$ cat src/rtl/i2c_slave_bus_status.sv
module i2c_slave_bus_status (
  input  logic clk,
  input  logic rst_n,
  input  logic en_i,
  input  logic scl_i,
  input  logic sda_i,
  input  logic rx_done_i,
  input  logic rx_is_data_i,
  input  logic tx_load_i,
  input  logic adr_match_i,
  input  logic adr_rw_i,
  input  logic ten_bit_i,
  input  logic adr_wr_i,
  input  logic ack_smp_i,
  input  logic nack_i,
  input  logic buf_rd_i,
  output logic start_o,
  output logic stop_o,
  output logic data_o,
  output logic read_o,
  output logic upd_adr_o,
  output logic buf_full_o
);

  logic scl_q, sda_q;
  logic st_r, sp_r, da_r, rw_bit_r, rw_ok_r, ua_r, bf_r, txm_r;
  logic start_det, stop_det, win_close;

  assign start_det = scl_q & scl_i & sda_q & ~sda_i;
  assign stop_det  = scl_q & scl_i & ~sda_q & sda_i;
  assign win_close = start_det | stop_det | (ack_smp_i & nack_i);

  always_ff @(posedge clk or negedge rst_n) begin
    if (!rst_n) begin
      scl_q <= 1'b1;
      sda_q <= 1'b1;
    end else begin
      scl_q <= scl_i;
      sda_q <= sda_i;
    end
  end

  always_ff @(posedge clk or negedge rst_n) begin
    if (!rst_n) begin
      st_r <= 1'b0; sp_r <= 1'b0; da_r <= 1'b0; rw_bit_r <= 1'b0;
      rw_ok_r <= 1'b0; ua_r <= 1'b0; bf_r <= 1'b0; txm_r <= 1'b0;
    end else if (!en_i) begin
      st_r <= 1'b0; sp_r <= 1'b0; da_r <= 1'b0; rw_bit_r <= 1'b0;
      rw_ok_r <= 1'b0; ua_r <= 1'b0; bf_r <= 1'b0; txm_r <= 1'b0;
    end else begin
      if (start_det) begin
        st_r <= 1'b1;
        sp_r <= 1'b0;
      end else if (stop_det) begin
        sp_r <= 1'b1;
        st_r <= 1'b0;
      end

      if (rx_done_i)      da_r <= rx_is_data_i;
      else if (tx_load_i) da_r <= 1'b1;

      if (win_close) begin
        rw_ok_r  <= 1'b0;
        rw_bit_r <= 1'b0;
      end else if (adr_match_i) begin
        rw_ok_r  <= 1'b1;
        rw_bit_r <= adr_rw_i;
      end

      if (adr_match_i && ten_bit_i) ua_r <= 1'b1;
      else if (adr_wr_i)            ua_r <= 1'b0;

      if (rx_done_i)      txm_r <= 1'b0;
      else if (tx_load_i) txm_r <= 1'b1;

      if (rx_done_i || tx_load_i)     bf_r <= 1'b1;
      else if (!txm_r && buf_rd_i)    bf_r <= 1'b0;
      else if (txm_r && ack_smp_i)    bf_r <= 1'b0;
    end
  end

  assign start_o    = st_r;
  assign stop_o     = sp_r;
  assign data_o     = da_r;
  assign read_o     = rw_ok_r & rw_bit_r;
  assign upd_adr_o  = ua_r;
  assign buf_full_o = bf_r;

endmodule

$ cat config.mk
export PLATFORM = sky130hd
export DESIGN_NAME = i2c_slave_bus_status
export DESIGN_NICKNAME = d
export VERILOG_FILES = /design/src/rtl/i2c_slave_bus_status.sv
export SDC_FILE = /design/constraint.sdc
export NUM_CORES = 1
export LEC_CHECK = 0
export BUFFER_PORTS_ARGS = -buffer_cell sky130_fd_sc_hd__buf_2
export CAP_MARGIN = 20
export CORE_AREA = 2 2 39 41
export DETAILED_ROUTE_END_ITERATION = 16
export DIE_AREA = 0 0 41 43
export SYNTH_ARGS = -nofsm -noshare
export SYNTH_HDL_FRONTEND = slang
export SYNTH_SLANG_ARGS = --single-unit
$ cat constraint.sdc
create_clock -name clk -period 1 [get_ports clk]
set_clock_uncertainty 0.05 [all_clocks]
set_input_delay 0.25 -clock clk [delete_from_list [all_inputs] [get_ports clk]]
set_output_delay 0.25 -clock clk [all_outputs]
set_load 0.01 [all_outputs]
==> results.sh <==
export IMPL_core_area_mm2=0.00138
export IMPL_worst_slack_ps=-209
export IMPL_grt_setup_unrepaired="true"
export IMPL_drive_gt1_share_pct=48.5
export IMPL_cts_tree="done"
export IMPL_yosysUniqueCellTypes=19
export IMPL_p_clk_share_pct=33.7
export IMPL_cts_sinks=10
export IMPL_ys_seq_area_share_pct=60.1
export IMPL_drcViolationCount=0
export IMPL_crit_path_max_fanout=2
export IMPL_grt_use_total_pct=13.8
export IMPL_areaGrowthSynthToFinish_pct=46.7
export IMPL_routed_via_density=4.64
export IMPL_ys_top_cells_by_area="dfrtp_1, dfstp_2, mux2i_1"
export IMPL_insertedDiodeCount=0
export IMPL_syn_num_nets=54
export IMPL_cts_max_path_buffers=2
export IMPL_path_clk_slew_ps=60
export IMPL_drv_slew=0
export IMPL_criticalPathCategory="reg2out"
export IMPL_power_frac_seq_pct=50.9
export IMPL_critPathRequiredTime_ps=700
export IMPL_fin_setup_tns_ps=-801
export IMPL_cp_start_kind="flip-flop"
export IMPL_finalCritPeriodShare_pct=121
export IMPL_powerDensity_mw_per_mm2=1420
export IMPL_hold_violations=0
export IMPL_status="complete, but fails checks"
export IMPL_p_comb_share_pct=15.3
export IMPL_gp_congestion=0.743
export IMPL_grt_pass1_vias=407
export IMPL_fmax_mhz=827
export IMPL_maxCapViolCount=0
export IMPL_nets=84
export IMPL_drt_wl_total_um=940
export IMPL_io_pins=21
export IMPL_power_switching_mw=0.220
export IMPL_antenna_found_initial=0
export IMPL_hold_class="in2reg"
export IMPL_ys_warn_count=0
export IMPL_cts_root_buf="clkbuf_4"
export IMPL_synth_area_um2=420
export IMPL_crit_slowest_cell="dfrtp_1"
export IMPL_drt_iter0_markers=7
export IMPL_worstPathCellList="and2_1, buf_2"
export IMPL_setup_viol=10
export IMPL_max_slew_margin_pct=84.7
export IMPL_p_sw_share_pct=25.2
export IMPL_grt_pass1_wl_um=1560
export IMPL_internal_power_mw=0.655
export IMPL_die_x_um=41
export IMPL_dieHeight_um=43
export IMPL_hpwl_um=687
export IMPL_cpPeakStageDelay_ps=370
export IMPL_endpoint_kind="output port"
export IMPL_fin_crit_ps=1210
export IMPL_rows=14
export IMPL_grt_max_degree=11
export IMPL_h_tree_depth=1
export IMPL_arrival_ps=910
export IMPL_num_fill_cells=143
export IMPL_vdd_drop_max_mv=0.690
export IMPL_holdWs_ps=77.5
export IMPL_grt_ovfl_total=0
export IMPL_die_area_mm2=0.00176
export IMPL_firstDrtPassIters=4
export IMPL_clk_latency_ps=260
export IMPL_tightest_slew_ps=228
export IMPL_p_leak_nw=0.318
export IMPL_ys_ff_latch=10
export IMPL_violations="negative setup slack"
export IMPL_route_vias_total=390
export IMPL_netlist_instances=39
export IMPL_yosysTopAreaCell="dfrtp_1"
export IMPL_finish_utilization_pct=44.6
export IMPL_yosysTopAreaCellShare_pct=47.6
export IMPL_avgRoutedWirePerCell_um=11.2
export IMPL_place_port_buffers=20
export IMPL_cts_buffers=3
export IMPL_start_util_pct=30.4
export IMPL_synth_avg_cell_area_um2=10.8
export IMPL_ant_nets=0
==> metal layers <==
| metal | global-route usage [%] | up-vias | part of all wire (%) |
|---|---|---|---|
| li1 | - | 194 | - |
| met1 | 15.4 | 181 | 42 |
| met2 | 21.6 | 13 | 50 |
| met3 | 3.14 | 2 | 6.0 |
| met4 | 10.0 | 0 | 2.0 |
| met5 | 0 | - | 0 |
==> final cells by class <==
cell class	instances	area, µm²	share of cell area, %
repair buffers	25	140	22.7
multi-input cells	28	174	28.2
well taps	16	20.0	3.25
clock buffers	4	26.3	4.26
inverters	1	3.75	0.609
flip-flops and latches	10	253	41.0
==> synth_stat cells, drive strengths merged <==
library cell and count:
dfrtp 8, o211ai 1, and2 1, nand2 5, nand2b 1, a21oi 2
nand3 1, a211oi 1, o21ai 1, xnor2 1, nor3 3, mux2i 2
nor2b 1, and3b 1, o32ai 1, inv 1, nor2 5, dfstp 2
a31oi 1
==> metrics by stage <==
step	instances	setup slack, ps	instance area, µm²	power [mW]
after floorplan	39	-49.6	420	0.501
after global placement	75	-62.9	541	0.565
after detailed placement	75	-96.0	541	0.567
after CTS	83	-208	609	0.880
after global routing	84	-268	617	0.938
final	84	-209	617	0.876
==> worst max-delay path, delay by kind of cell, from the launching register on <==
| kind | cells | cell delay [ps] |
|---|---|---|
| DFF | 1 | 370 |
| and+or+nand+nor | 1 | 150 |
| buffers and inverters | 1 | 130 |
==> flip-flops by register name (all words and copies together) (netlist names) <==
| signal | flops |
|---|---|
| stop_o | 1 |
| rw_ok_r | 1 |
| upd_adr_o | 1 |
| txm_r | 1 |
| data_o | 1 |
| rw_bit_r | 1 |
| buf_full_o | 1 |
| scl_q | 1 |
| sda_q | 1 |
| start_o | 1 |
==> power by group through the flow <==
| stage | logic [mW] | clock network (mW) | registers, mW |
|---|---|---|---|
| after floorplan | 0.0432 | 0 | 0.458 |
| after global routing | 0.150 | 0.339 | 0.449 |
| after global placement | 0.113 | 0 | 0.452 |
| final | 0.134 | 0.296 | 0.446 |
| after CTS | 0.132 | 0.302 | 0.446 |
| after detailed placement | 0.114 | 0 | 0.454 |
==> worst paths after layout <==
| kind | from | to | slack (ps) | cells past startpoint |
|---|---|---|---|---|
| setup / recovery | rw_ok_r | read_o | -210 | 2 |
| hold / removal | sda_i | sda_q | 80 | 1 |
| setup reg to reg | sda_q | stop_o | -120 | 3 |
| hold reg to reg | upd_adr_o | upd_adr_o | 490 | 2 |
| max in group asynchronous | rst_n | scl_q | 320 | 2 |
| min in group asynchronous | rst_n | data_o | 320 | 2 |
==> logic make-up after synthesis <==
kind of cell	Yosys count	synth area share (%)
xor+xnor	1	2.08
buf+inv	1	0.892
compound gates	7	11.9
mux	2	4.76
simple gates	18	20.2
flops	10	60.1
==> what timing repair did <==
item	in CTS	in global routing
resized for setup	2	0
hold buffers	1	0
setup endpoints to repair	10	11
pin swaps	2	2
buffers inserted	3	1
endpoints found under the hold margin	8	0
==> cell usage in the layout, fill, tap and decap left out, types with 2 or more instances in the layout <==
cell,n
buf_4,4
dfrtp_1,8
clkbuf_4,3
a21oi_1,2
nand2_1,4
nor2_1,5
mux2i_1,2
nor3_1,3
buf_2,20
dfstp_2,2
Note: power is estimated with default switching activity, not from simulation.
